--- src/rtl/pexp_pkg.sv ---
package pexp_pkg;
    localparam int unsigned PEXP_W = 8;

    typedef enum logic [1:0] {
        SEL_IN  = 2'd0,
        SEL_OUT = 2'd1,
        SEL_POL = 2'd2,
        SEL_CFG = 2'd3
    } sel_e;
endpackage

--- src/rtl/pexp_sync.sv ---
module pexp_sync #(
    parameter int unsigned W      = 8,
    parameter int unsigned STAGES = 2
) (
    input  logic         clk,
    input  logic         rst_n,
    input  logic [W-1:0] async_in,
    output logic [W-1:0] sync_out
);
    logic [STAGES-1:0][W-1:0] st_d, st_q;

    always_comb begin
        st_d[0] = async_in;
        for (int s = 1; s < STAGES; s++) begin
            st_d[s] = st_q[s-1];
        end
    end

    always_ff @(posedge clk or negedge rst_n) begin
        if (!rst_n) st_q <= '0;
        else        st_q <= st_d;
    end

    assign sync_out = st_q[STAGES-1];
endmodule

--- src/rtl/pexp_regfile.sv ---
module pexp_regfile #(
    parameter int unsigned W       = 8,
    parameter logic [W-1:0] OUT_RST = '0,
    parameter logic [W-1:0] POL_RST = '0,
    parameter logic [W-1:0] CFG_RST = '1
) (
    input  logic             clk,
    input  logic             rst_n,
    input  logic             cmd_valid,
    input  pexp_pkg::sel_e   cmd_sel,
    input  logic             wr_valid,
    input  logic [W-1:0]     wr_data,
    input  logic             cap_valid,
    input  logic [W-1:0]     pins_sync,
    output logic [1:0]       sel_q,
    output logic [W-1:0]     out_q,
    output logic [W-1:0]     pol_q,
    output logic [W-1:0]     cfg_q,
    output logic [W-1:0]     in_q,
    output logic [W-1:0]     rd_data
);
    typedef struct packed {
        pexp_pkg::sel_e sel;
        logic [W-1:0]   outp;
        logic [W-1:0]   pol;
        logic [W-1:0]   cfg;
        logic [W-1:0]   inp;
    } bank_t;

    bank_t bank_d, bank_q;

    always_comb begin
        bank_d = bank_q;
        if (wr_valid) begin
            case (bank_q.sel)
                pexp_pkg::SEL_OUT: bank_d.outp = wr_data;
                pexp_pkg::SEL_POL: bank_d.pol  = wr_data;
                pexp_pkg::SEL_CFG: bank_d.cfg  = wr_data;
                default:           ;
            endcase
        end
        if (cmd_valid) bank_d.sel = cmd_sel;
        if (cap_valid) bank_d.inp = pins_sync;
    end

    always_ff @(posedge clk or negedge rst_n) begin
        if (!rst_n) begin
            bank_q.sel  <= pexp_pkg::SEL_IN;
            bank_q.outp <= OUT_RST;
            bank_q.pol  <= POL_RST;
            bank_q.cfg  <= CFG_RST;
            bank_q.inp  <= '0;
        end else begin
            bank_q <= bank_d;
        end
    end

    always_comb begin
        case (bank_q.sel)
            pexp_pkg::SEL_IN:  rd_data = bank_q.inp ^ bank_q.pol;
            pexp_pkg::SEL_OUT: rd_data = bank_q.outp;
            pexp_pkg::SEL_POL: rd_data = bank_q.pol;
            default:           rd_data = bank_q.cfg;
        endcase
    end

    assign sel_q = bank_q.sel;
    assign out_q = bank_q.outp;
    assign pol_q = bank_q.pol;
    assign cfg_q = bank_q.cfg;
    assign in_q  = bank_q.inp;
endmodule

--- src/rtl/pexp_pindrv.sv ---
module pexp_pindrv #(
    parameter int unsigned  W       = 8,
    parameter logic [W-1:0] OD_MASK = 1
) (
    input  logic [W-1:0] cfg,
    input  logic [W-1:0] outv,
    output logic [W-1:0] oe,
    output logic [W-1:0] val
);
    for (genvar i = 0; i < W; i++) begin : g_pin
        if (OD_MASK[i]) begin : g_od
            assign oe[i]  = ~cfg[i] & ~outv[i];
            assign val[i] = 1'b0;
        end else begin : g_pp
            assign oe[i]  = ~cfg[i];
            assign val[i] = outv[i];
        end
    end
endmodule

--- src/rtl/pexp_regbank.sv ---
module pexp_regbank #(
    parameter int unsigned  W        = pexp_pkg::PEXP_W,
    parameter int unsigned  SYNC_STG = 2,
    parameter logic [W-1:0] OD_MASK  = 1,
    parameter logic [W-1:0] OUT_RST  = '0,
    parameter logic [W-1:0] POL_RST  = {{(W/2){1'b1}}, {(W-W/2){1'b0}}},
    parameter logic [W-1:0] CFG_RST  = '1
) (
    input  logic         clk,
    input  logic         rst_n,
    input  logic         cmd_valid,
    input  logic [7:0]   cmd_byte,
    input  logic         wr_valid,
    input  logic [W-1:0] wr_data,
    input  logic         rd_capture,
    output logic [W-1:0] rd_data,
    input  logic [W-1:0] pin_in,
    output logic [W-1:0] pin_oe,
    output logic [W-1:0] pin_out
);
    logic [W-1:0] sync_q;
    logic [1:0]   sel_q;
    logic [W-1:0] out_q, pol_q, cfg_q, in_q;
    logic         unused_cmd_hi;

    assign unused_cmd_hi = ^cmd_byte[7:2];

    pexp_sync #(.W(W), .STAGES(SYNC_STG)) i_sync (
        .clk      (clk),
        .rst_n    (rst_n),
        .async_in (pin_in),
        .sync_out (sync_q)
    );

    pexp_regfile #(
        .W(W), .OUT_RST(OUT_RST), .POL_RST(POL_RST), .CFG_RST(CFG_RST)
    ) i_regfile (
        .clk       (clk),
        .rst_n     (rst_n),
        .cmd_valid (cmd_valid),
        .cmd_sel   (pexp_pkg::sel_e'(cmd_byte[1:0])),
        .wr_valid  (wr_valid),
        .wr_data   (wr_data),
        .cap_valid (rd_capture),
        .pins_sync (sync_q),
        .sel_q     (sel_q),
        .out_q     (out_q),
        .pol_q     (pol_q),
        .cfg_q     (cfg_q),
        .in_q      (in_q),
        .rd_data   (rd_data)
    );

    pexp_pindrv #(.W(W), .OD_MASK(OD_MASK)) i_pindrv (
        .cfg  (cfg_q),
        .outv (out_q),
        .oe   (pin_oe),
        .val  (pin_out)
    );
endmodule

--- config.mk ---
export PLATFORM = sky130hd
export DESIGN_NAME = pexp_regbank
export DESIGN_NICKNAME = d
export VERILOG_FILES = /design/src/rtl/pexp_pkg.sv /design/src/rtl/pexp_sync.sv /design/src/rtl/pexp_regfile.sv /design/src/rtl/pexp_pindrv.sv /design/src/rtl/pexp_regbank.sv
export SDC_FILE = /design/constraint.sdc
export NUM_CORES = 1
export LEC_CHECK = 0
export ABC_CLOCK_PERIOD_IN_PS = 1350
export CORE_UTILIZATION = 49
export DETAILED_ROUTE_END_ITERATION = 7
export DONT_BUFFER_PORTS = 1
export HOLD_SLACK_MARGIN = 0.02
export PLACE_DENSITY_LB_ADDON = 0.05
export SLEW_MARGIN = 20
export SYNTH_ARGS = -nofsm -noshare
export SYNTH_HDL_FRONTEND = slang
export SYNTH_SLANG_ARGS = --single-unit
export TNS_END_PERCENT = 1
--- constraint.sdc ---
create_clock -name clk -period 1.35 [get_ports clk]
set_input_delay 0.27 -clock clk [delete_from_list [all_inputs] [get_ports clk]]
set_output_delay 0.27 -clock clk [all_outputs]
set_load 0.05 [all_outputs]
==> results of run 1 <==
cell usage after synthesis:
master and number:
nor2_1 9, inv_1 7, buf_12 1, dfrtp_1 38, nand3_4 1, conb_1 1
o21ai_0 6, dfstp_2 12, a21oi_1 6, mux2_4 2, nand3b_4 2, buf_4 9
buf_2 3, nor3b_1 8, mux2_2 40, clkbuf_1 1, o21ai_1 2, a21oi_2 2
a22oi_1 8, buf_6 1
area by class of cell:
type / instances / area, µm²
clock buffers: 5 / 68.8
fillers: 293 / 1310
well taps: 50 / 62.6
multi-input cells: 87 / 1030
repair buffers: 37 / 375
inverters: 7 / 26.3
clock inverters: 2 / 13.8
flip-flops and latches: 50 / 1270
where the power goes:
group / internal (µW) / total, µW / switching [µW]
Sequential: 1830 / 2040 / 211
Combinational: 905 / 2210 / 1300
Clock: 359 / 850 / 491
Total: 3090 / 5100 / 2010
worst paths after layout:
path | start | end | slack (ps)
max in group asynchronous | rst_n | i_regfile.cfg_q[1] | 1510
hold reg to reg | i_sync.st_d[14] | i_sync.sync_out[6] | 340
setup reg to reg | i_regfile.sel_q[0] | i_regfile.pol_q[0] | -140
min in group clk | wr_data[2] | i_regfile.out_q[2] | 100
hold / removal | rst_n | i_regfile.sel_q[1] | -360
setup / recovery | i_regfile.sel_q[0] | rd_data[3] | -550
logic make-up (layout without fill, tap and decap cells):
family | Yosys count | count (layout)
multiplexers | 42 | 42
AO/OA/AOI/OAI | 24 | 24
buffers and inverters | 22 | 51
AND/OR/NAND/NOR | 20 | 20
flip-flops | 50 | 50
other | 1 | 1
layer usage:
layer | track usage | vias to the layer above | routed length, µm
met5 | 0 | - | 0
met4 | 0.0714 | 0 | 59
met3 | 0.0724 | 6 | 214
met2 | 0.318 | 36 | 2030
met1 | 0.240 | 653 | 1850
li1 | - | 603 | -
flip-flops by register name, indices dropped and copies added, names as in the netlist:
register	flops
i_sync.sync_out	8
i_regfile.cfg_q	8
i_sync.st_d	8
i_regfile.pol_q	8
i_regfile.sel_q	2
i_regfile.out_q	8
i_regfile.in_q	8
timing repair:
action / in CTS / in global routing
endpoints found under the hold margin: 58 / 50
buffers inserted: 3 / 0
setup endpoints to repair: 11 / 40
pin swaps: 7 / 0
gates resized for setup: 19 / 8
metrics by stage:
step	setup WS, ps	hold slack, ps	cell area, µm²	power [µW]	setup TNS (ps)
2_1_floorplan	-123	-25.6	2350	3710	-838
3_3_place_gp	-256	-24.4	2550	4060	-1810
3_5_place_dp	-266	-24.5	2550	4130	-1960
4_1_cts	-559	-361	2800	5090	-6290
5_1_grt	-623	-380	2840	5320	-7840
6_report	-553	-358	2840	5100	-6130
==> results.toml, run 1 <==
[setup_path]
critPathTopFamily = "flip-flops"
cp_data_arrival_time_ps = 1630
worst_setup_path_end_kind = "primary output"
max_stage_delay_ps = 380
critPathKind = "reg -> out"
crit_top_cell = "buf_12"
cp-start-kind = "flop"
worst-path-buf-inv = 2
cpMaxStageDelayCell = "dfrtp_1"
crit_fanout = 13
crit_chain = "buf_12, mux2_2, a22oi_2, o21ai_4, buf_12"
path_depth = 5
required_ps = 1080
ff2ff_path_depth = 5

[timing]
hold_slack_ps = -358
finalCriticalPeriod_ps = 1900
layout_setup_ws_ps = -553
setup_viol = 35
grt_setup_unrepaired = "true"
fin_skew_ps = 11.8
hold_viol_final = 50
maxSlewViolCount = 0
period_share = 1.41
fmax_ghz = 0.525

[pwr]
powerDensity_nw_per_um2 = 1800
p_leak_uw = 0.00121
peakVddDrop_mv = 1.00

[cells_and_area]
layout_commonest_cell = "dfrtp_1"
nets = 217
area_growth_pct = 29.4
final_cell_mix = "38 x dfrtp_1, 34 x mux2_2, 20 x buf_4"
drive_gt1_frac = 0.676
n_antenna_cell = 0
stdcell_count = 238
final_util = 0.685

[floorplan]
die_area_um2 = 4750
num_rows = 23
start_util = 0.529
io-pin-count = 53
core_um2 = 4140
die_h_um = 68.9
dieWidth_um = 68.9

[synthesis]
ys_types = 20
synth_top_family_by_area = "multiplexers"
synthMuxAreaShare = 0.219
syn-cell-area_um2 = 2190
synthCells = 159
yosys_register_bits = 50
yosys.area_share.adder = 0
synth_compound_area_frac = 0.0673
synth.yosys.seq_area_share = 0.577
synthXorXnorAreaFrac = 0
synthSimpleGateAreaFrac = 0.0690
synth_nets = 188
synth.top_cell.area_share = 0.434
synth_area_leaders = "dfrtp_1 43%, mux2_2 21%, dfstp_2 14%"
syn-mean-instance-area_um2 = 13.8
synth_top_area_cell = "dfrtp_1"
yosysWarnings = 0

[global_routing]
antenna_found_initial = 0
grt_overflow = 0
track_usage = 0.197
grt_pass1_vias = 1311
grt_pass1_wl_um = 6310
grt_max_degree = 51

[placed_design]
dp_cells = 220
hpwlAfterDp_um = 2860
port_buffers = 0
globalplace.congestion = 0.723

[clock_network]
cts_inserted_buffers = 5
htreeDepth = 2
cts_tree = "built"
ctsHoldBuffers = 8
clk_pin_slew_ps = 100
worstSkewPairLatency_ps = 310
cts_buffer_depth = 2
cts_root_buf = "clkbuf_8"
cts_sinks = 50

[min_path]
hp-class = "in -> async"

[route]
viasPerCell = 5.45
drt_iter0_drc = 34
drc = 0
wire_per_inst_um = 17.5
firstDrtPassIters = 3
routed_wl_um = 4160
vias = 1298
antenna_left = 0

[flow_run]
drv_cap = 0

[outcome]
violations = "negative hold slack, negative setup slack"
outcome = "finished with violations"
Note: power is estimated with default switching activity, not from simulation.
==> inputs of run 2 (changes only) <==
--- a/config.mk
+++ b/config.mk
@@ -6,7 +6,10 @@
 export NUM_CORES = 1
 export LEC_CHECK = 0
 export ABC_CLOCK_PERIOD_IN_PS = 1350
-export CORE_UTILIZATION = 49
+export CELL_PAD_IN_SITES_DETAIL_PLACEMENT = 1
+export CELL_PAD_IN_SITES_GLOBAL_PLACEMENT = 2
+export CORE_MARGIN = 2
+export CORE_UTILIZATION = 37
 export DETAILED_ROUTE_END_ITERATION = 7
 export DONT_BUFFER_PORTS = 1
 export HOLD_SLACK_MARGIN = 0.02
==> run 2 against run 1 <==
- first-iteration DRC count shrank 32%
- sequential cell count unchanged
- sequential power about the same
- die area up 38%
- power grew 0.83%
- critical path type unchanged
- highest routed layer unchanged
- the run still ends with negative hold slack, negative setup slack left
==> results.toml, run 2 (synthesized netlist as in run 1, its figures left out) <==
[setup_path]
critPathKind = "reg -> out"
path_depth = 5
cpMaxStageDelayCell = "dfrtp_1"
worst-path-buf-inv = 2
max_stage_delay_ps = 380
required_ps = 1080
crit_chain = "buf_12, mux2_2, a22oi_2, o21ai_4, buf_12"
ff2ff_path_depth = 5
cp_data_arrival_time_ps = 1610
r2r_slack_ps = -160
crit_fanout = 14
critPathTopFamily = "flip-flops"
cp-start-kind = "flop"
worst_setup_path_end_kind = "primary output"
crit_top_cell = "buf_12"

[cells_and_area]
layout_commonest_cell = "dfrtp_1"
area_growth_pct = 28.6
nets = 212
num-fill-cells = 613
drive_gt1_frac = 0.641
regArea_um2 = 1270
n_antenna_cell = 0
multiInputGateArea_um2 = 1010
final_cell_mix = "38 x dfrtp_1, 32 x mux2_2, 19 x buf_4"

[pwr]
power_switching_uw = 1970
power.share.clock = 0.200
powerDensity_nw_per_um2 = 1820
peakVddDrop_mv = 0.670
p_leak_uw = 0.00118
p_int_uw = 3180
combPwrFrac = 0.400
swShare = 0.382
seqPwrFrac = 0.400

[route]
drt_iter0_drc = 23
routed_wl_um = 4510
vias = 1294
wl_met1_um = 1980
antenna_left = 0
top_layer = "met4"
wire_per_inst_um = 17.4
wl_met2_um = 2240
drc = 0
wl_met3_um = 247
viasPerCell = 5.00
firstDrtPassIters = 4

[placed_design]
globalplace.congestion = 0.791
pre_cts_slack_ps = -273
hpwlAfterDp_um = 3210
port_buffers = 0

[clock_network]
cts_buffer_depth = 2
cts_inserted_buffers = 5
cts_root_buf = "clkbuf_8"
clk_pin_slew_ps = 90
cts_sinks = 50
ctsHoldBuffers = 8
cts_tree = "built"
htreeDepth = 2
worstSkewPairLatency_ps = 300

[timing]
maxSlewViolCount = 0
hold_viol_final = 50
finalCriticalPeriod_ps = 1880
tns_ps = -6000
fin_skew_ps = 2.44
hold_slack_ps = -344
period_share = 1.40
layout_setup_ws_ps = -534
setup_viol = 33
fmax_ghz = 0.531
grt_setup_unrepaired = "true"

[global_routing]
track_usage = 0.148
antenna_found_initial = 0
grt_overflow = 0
grt_pass1_vias = 1352
grt_max_degree = 51
grt_pass1_wl_um = 7000

[outcome]
violations = "negative hold slack, negative setup slack"
outcome = "finished with violations"

[floorplan]
die_h_um = 81.0
start_util = 0.377
die_area_um2 = 6560
core_um2 = 5820
io-pin-count = 53
dieWidth_um = 81.0
num_rows = 28

[min_path]
hp-class = "in -> async"

[flow_run]
drv_cap = 0
run 2: final cells by class:
class                           count  share of cell area
Sequential cell                    50               0.449
Multi-Input combinational cell     87               0.360
Timing Repair Buffer               32               0.110
Tap cell                           75              0.0333
Clock buffer                        6              0.0257
Clock inverter                      2              0.0133
Inverter                            7             0.00932
run 2: repair_timing:
| item | CTS | global route |
|---|---|---|
| resized for setup | 15 | 9 |
| endpoints found under the hold margin | 58 | 50 |
| setup buffers | 2 | 0 |
| endpoints found under the setup margin | 23 | 39 |
| pin swaps | 4 | 1 |
run 2: stage by stage:
stage          power [µW]  hold WS (ps)  cells   util  area (µm²)
5_1_grt              5410          -368    259  0.485        2820
6_report             5140          -344    259  0.485        2820
3_5_place_dp         4030         -24.9    241  0.434        2530
4_1_cts              5190          -361    259  0.479        2790
3_3_place_gp         3960         -24.6    241  0.434        2530
2_1_floorplan        3710         -25.6    159      -        2350
run 2: final timing paths:
path / start / endpoint
worst max-delay path: i_regfile.sel_q[0] / rd_data[3]
worst min-delay path: rst_n / i_regfile.out_q[4]
worst max register to register: i_regfile.sel_q[0] / i_regfile.pol_q[2]
worst min register to register: i_sync.st_d[11] / i_sync.sync_out[3]
max in group asynchronous: rst_n / i_regfile.cfg_q[6]
min in group clk: wr_data[7] / i_regfile.cfg_q[7]
run 2: power groups by stage:
stage               Sequential, µW  Clock, µW  Combinational, µW
finish                        2060       1030               2060
global route                  2110       1150               2150
CTS                           2050       1090               2050
detailed placement            2070          0               1950
global placement              2050          0               1910
floorplan                     2010          0               1700
run 2: metal layers:
| layer | vias up | global-route usage |
|---|---|---|
| met5 | - | 0 |
| met4 | 0 | 0.0559 |
| met3 | 5 | 0.0422 |
| met2 | 33 | 0.241 |
| met1 | 666 | 0.188 |
| li1 | 590 | - |
